==> config.mk <==
export PLATFORM = sky130hd
export DESIGN_NAME = rtc_regs
export DESIGN_NICKNAME = d
export VERILOG_FILES = /design/src/rtl/rtc_pkg.sv /design/src/rtl/rtc_satcnt.sv /design/src/rtl/rtc_regs.sv
export SDC_FILE = /design/constraint.sdc
export NUM_CORES = 1
export LEC_CHECK = 0
export BUFFER_PORTS_ARGS = -buffer_cell sky130_fd_sc_hd__buf_4
export CORE_ASPECT_RATIO = 1.2
export CORE_MARGIN = 5
export CORE_UTILIZATION = 45
export CTS_BUF_LIST = sky130_fd_sc_hd__clkbuf_4 sky130_fd_sc_hd__clkbuf_8 sky130_fd_sc_hd__clkbuf_16
export CTS_CLUSTER_SIZE = 10
export DETAILED_ROUTE_END_ITERATION = 8
export HOLD_SLACK_MARGIN = 0.1
export PLACE_DENSITY_LB_ADDON = 0.12
export RECOVER_POWER = 25
export SLEW_MARGIN = 0
export SYNTH_ARGS = -nofsm -noshare
export SYNTH_HDL_FRONTEND = slang
export SYNTH_SLANG_ARGS = --single-unit
==> constraint.sdc <==
create_clock -name clk -period 2.2 [get_ports clk]
set_clock_uncertainty 0.2 [all_clocks]
set_input_delay 0.22 -clock clk [delete_from_list [all_inputs] [get_ports clk]]
set_output_delay 0.22 -clock clk [all_outputs]
set_load 0.03 [all_outputs]
==> src/rtl/rtc_pkg.sv <==
package rtc_pkg;
  localparam int REG_AW = 8;
  localparam int REG_W  = 32;
  localparam int HI_BIT = 31;   // mode bit of the count register, enable bit of control

  localparam logic [REG_AW-1:0] OFS_BASE = 8'h00;
  localparam logic [REG_AW-1:0] OFS_CNT  = 8'h08;
  localparam logic [REG_AW-1:0] OFS_ERR  = 8'h10;
  localparam logic [REG_AW-1:0] OFS_CTL  = 8'h18;

  typedef enum logic [1:0] {
    S_IDLE = 2'd0,
    S_REQ  = 2'd1,
    S_DATA = 2'd2
  } seq_state_t;
endpackage

==> src/rtl/rtc_satcnt.sv <==
// Saturating event counter, cleared by a read strobe; an event coincident
// with the clear becomes the first event of the new period.
module rtc_satcnt #(
  parameter int W = 12
) (
  input  logic         clk,
  input  logic         rst,
  input  logic         inc,
  input  logic         clr,
  output logic [W-1:0] q
);
  always_ff @(posedge clk) begin
    if (rst)
      q <= '0;
    else if (clr)
      q <= inc ? W'(1) : '0;
    else if (inc && (q != {W{1'b1}}))
      q <= q + 1'b1;
  end
endmodule

==> src/rtl/rtc_regs.sv <==
module rtc_regs import rtc_pkg::*; #(
  parameter int ADDR_W = 32,
  parameter int CNT_W  = 12,
  parameter int BLEN_W = 8
) (
  input  logic              clk,
  input  logic              rst,
  input  logic              reg_wr,
  input  logic              reg_rd,
  input  logic [REG_AW-1:0] reg_addr,
  input  logic [REG_W-1:0]  reg_wdata,
  output logic [REG_W-1:0]  reg_rdata,
  input  logic              xfer_inc,
  input  logic              err_inc,
  input  logic              auto_stop,
  output logic [ADDR_W-1:0] base_q,
  output logic [CNT_W-1:0]  target_q,
  output logic              mode_q,
  output logic              enable_q,
  output logic [BLEN_W-1:0] blen_q,
  output logic [CNT_W-1:0]  xfer_q,
  output logic [CNT_W-1:0]  err_q,
  output logic              xfer_clr,
  output logic              err_clr
);
  logic [REG_W-1:0] rd_next;
  logic             start_ok;

  assign xfer_clr = reg_rd && (reg_addr == OFS_CNT);
  assign err_clr  = reg_rd && (reg_addr == OFS_ERR);

  // a start needs a nonzero burst length, and a nonzero count unless non-stop
  assign start_ok = reg_wdata[HI_BIT] && (reg_wdata[BLEN_W-1:0] != '0) &&
                    (mode_q || (target_q != '0));

  rtc_satcnt #(.W(CNT_W)) u_xfer_cnt (
    .clk(clk), .rst(rst), .inc(xfer_inc), .clr(xfer_clr), .q(xfer_q)
  );
  rtc_satcnt #(.W(CNT_W)) u_err_cnt (
    .clk(clk), .rst(rst), .inc(err_inc), .clr(err_clr), .q(err_q)
  );

  always_ff @(posedge clk) begin
    if (rst) begin
      base_q   <= '0;
      target_q <= '0;
      mode_q   <= 1'b0;
      enable_q <= 1'b0;
      blen_q   <= '0;
    end else begin
      if (auto_stop)
        enable_q <= 1'b0;
      if (reg_wr) begin
        case (reg_addr)
          OFS_BASE: base_q <= reg_wdata[ADDR_W-1:0];
          OFS_CNT: begin
            target_q <= reg_wdata[CNT_W-1:0];
            mode_q   <= reg_wdata[HI_BIT];
          end
          OFS_CTL: begin
            blen_q   <= reg_wdata[BLEN_W-1:0];
            enable_q <= start_ok;
          end
          default: ;
        endcase
      end
    end
  end

  always_comb begin
    rd_next = '0;
    case (reg_addr)
      OFS_BASE: rd_next[ADDR_W-1:0] = base_q;
      OFS_CNT: begin
        rd_next[CNT_W-1:0] = xfer_q;
        rd_next[HI_BIT]    = mode_q;
      end
      OFS_ERR: rd_next[CNT_W-1:0] = err_q;
      OFS_CTL: begin
        rd_next[BLEN_W-1:0] = blen_q;
        rd_next[HI_BIT]     = enable_q;
      end
      default: ;
    endcase
  end

  always_ff @(posedge clk) begin
    if (rst)
      reg_rdata <= '0;
    else if (reg_rd)
      reg_rdata <= rd_next;
  end
endmodule

==> impl_metrics.ini <==
[yosys]
synth_area_um2 = 4770
synth_xor_area_share_pct = 0.367
synth_top_family_by_area = simple AND/OR/NAND/NOR gates
synth-seq-cells = 110
synth_fa_ha_area_share_pct = 0.525
muxShareOfSynthArea_pct = 5.69
synth-simple-area-share_pct = 26.8
synthCells = 568
yosys_warnings = 0
synth-edff-count = 0
async_flop_share_pct = 0
avgSynthCellArea_um2 = 8.40
synth_ff_type = dfxtp_1
ys_types = 53
synth-seq-area-share_pct = 46.2
synth-compound-area-share_pct = 15.9
synth_fp_nets = 617

[sta]
setup_viol = 0
setup_ws_ns = 0.182
rsz0062_at_grt = false
setup_tns_ns = 0
slew_headroom_pct = 63.0
finalHoldViolations = 0
worst_pin_slew_ns = 0.554
period_minus_slack_ns = 2.02
period_share_pct = 91.7
max_freq_mhz = 495
drv_slew = 0

[global_route]
gr-total-overflow = 0
grt_start_max_net_pins = 36
grt_pass1_wl_mm = 23.7
grt_pass1_vias = 4794
antenna_found_initial = 0
grt_usage_pct = 22.5

[placement]
hpwl_mm = 10.6
io_buffers = 158
post-place-ws_ns = 0.163
gp_congestion = 0.839

[cells_and_area]
area_growth_pct = 38.4
drive_above_1_share_pct = 21.6
nets = 808
diodes = 0

[routing]
vias = 4782
drtIter0Drc = 190
viasPerCell = 5.35
detail-route-antenna-nets = 0
firstDrtPassIters = 5
drt-total-wl_mm = 14.6
wl_per_cell_um = 16.4
drc = 0

[min_path]
hold_path_class = in -> reg

[die]
fp.coreArea_um2 = 10500
initial_core_util_pct = 45.6
num_rows = 41
die_y_um = 123
pin_count = 159
die_area_um2 = 12800
die_x_um = 104

[job]
drv_cap = 0

[power_and_ir_drop]
total_power_mw = 4.13
p_leak_nw = 2.70
p_per_area_nw_per_um2 = 626
ir_worst_vdd_mv = 0.446

[clock_tree]
clk_path_buf_depth = 2
cts.sink_count = 110
cts-root-buf = clkbuf_16
cts_tree = yes
htreeDepth = 3
numCtsBuffers = 9
clk-insertion-delay-late_ns = 0.34
clk_pin_slew_ns = 0.07

[critical_path]
cp-end-kind = flop
crit_fanout = 7
reg2reg_slack_ns = 0.18
start_kind = flop
setup.worst_path.class = reg -> reg
arrival_ns = 2.07
cp.required_ns = 2.25

[outcome]
status = completed
## synthesized netlist by cell type (3+ instances only)
cell type	count	area share [%]
dfxtp_1	110	46
nand2_1	110	8.7
a21oi_1	80	8.4
nor2_1	52	4.1
nor2b_1	25	3.3
clkbuf_1	21	1.7
o21ai_0	20	2.1
mux2i_1	17	3.6
nand3_1	12	1.3
nand4_1	11	1.4
a21o_1	9	1.4
mux2_2	9	2.1
a22oi_1	8	1.3
buf_6	6	1.4
nor3_1	6	0.63
buf_4	5	0.79
nor4_1	5	0.66
and4_1	4	0.73
buf_2	4	0.42
nand2b_1	4	0.52
and3_1	3	0.39
inv_1	3	0.24
nand3b_1	3	0.47
nand4b_1	3	0.55
## cells by family after synthesis
logic type | Yosys count
AOI/OAI and AO/OA | 130
xor gates and xnor gates | 2
adders and majority gates | 2
buffers and inverters | 40
DFF | 110
muxes | 26
and+or+nand+nor | 258
## critical path, cell delays in order, from the launching register on
cell,delay [ns]
dfxtp_1,0.44
ha_1,0.30
nand4_2,0.26
o31ai_4,0.39
inv_1,0.07
a311oi_1,0.27
## flip-flops by register name, indices dropped and copies added, names as in the netlist
register,flops
target_q,12
enable_q,1
base_q,32
u_xfer_cnt.q,12
reg_rdata,32
u_err_cnt.q,12
blen_q,8
mode_q,1
## final cells by class
type / count / area, µm²
clock inverters: 6 / 110
flip-flops and latches: 110 / 2200
well taps: 129 / 161
repair buffers: 217 / 1530
clock buffers: 10 / 233
multi-input cells: 418 / 2350
inverters: 3 / 11.3
fillers: 989 / 3870
## layout by cell type (no fill, tap or decap), types with 2 or more instances in the layout
cell / netlist / final
nand4b_1: 3 / 3
nor3_1: 6 / 6
nand4_1: 11 / 11
a31oi_1: 2 / 2
and4_1: 4 / 3
mux2_2: 9 / 9
and4_4: 2 / 2
mux2i_1: 17 / 17
nor4_1: 5 / 5
a21oi_1: 80 / 80
and2_1: 2 / 2
nor2_1: 52 / 52
and4b_1: 2 / 2
a21o_1: 9 / 9
ha_1: 2 / 2
nand2b_1: 4 / 4
dfxtp_1: 110 / 110
and3_1: 3 / 3
clkbuf_1: 21 / 55
o21ai_0: 20 / 20
dlygate4sd3_1: 0 / 39
and3_2: 2 / 2
inv_1: 3 / 3
clkbuf_16: 0 / 9
nor2b_1: 25 / 25
nand2_1: 110 / 110
nand3b_1: 3 / 3
a22oi_1: 8 / 8
xor2_1: 2 / 2
nand3_1: 12 / 12
bufinv_16: 0 / 3
clkinvlp_4: 0 / 2
buf_4: 5 / 122
or3_1: 2 / 2
o31ai_1: 2 / 2
## per-layer routing
layer | vias to the layer above | GRT usage, % | part of all wire (%) | wire length (µm)
li1 | 2349 | - | - | -
met1 | 2262 | 25.7 | 40 | 5920
met2 | 140 | 40.0 | 51 | 7430
met3 | 31 | 5.16 | 5.7 | 839
met4 | 0 | 10.7 | 3.1 | 458
met5 | - | 0 | 0 | 0
## metrics by stage
step	utilization [%]	hold slack (ns)	cells	cell area, µm²
2_1_floorplan	-	0.156	568	4770
3_3_place_gp	57.8	0.249	835	6050
3_5_place_dp	57.8	0.244	835	6050
4_1_cts	64.8	0.161	890	6780
5_1_grt	63.1	0.191	893	6600
6_report	63.1	0.173	893	6600
## worst paths after layout
check	to	from	depth (start not counted)
setup reg to reg	u_xfer_cnt.q[2]$_SDFFE_PP0P_	u_xfer_cnt.q[0]$_SDFFE_PP0P_	5
setup / recovery	u_xfer_cnt.q[2]$_SDFFE_PP0P_	u_xfer_cnt.q[0]$_SDFFE_PP0P_	5
hold / removal	reg_rdata[21]$_SDFFE_PP0P_	reg_rd	4
hold reg to reg	reg_rdata[8]$_SDFFE_PP0P_	reg_rdata[8]$_SDFFE_PP0P_	2
## where the power goes
part | total [mW] | internal [mW] | switching, mW
registers | 2.01 | 2.00 | 0.00929
clock network | 1.85 | 1.12 | 0.721
logic | 0.279 | 0.139 | 0.140
total | 4.13 | 3.26 | 0.870
## timing repair
item / in CTS / in global routing
gates resized for setup: 0 / 1
endpoints found under the setup margin: 0 / 4
hold buffers: 39 / 0
endpoints found under the hold margin: 60 / 0
setup buffers: 0 / 3
Note: power is estimated with default switching activity, not from simulation.
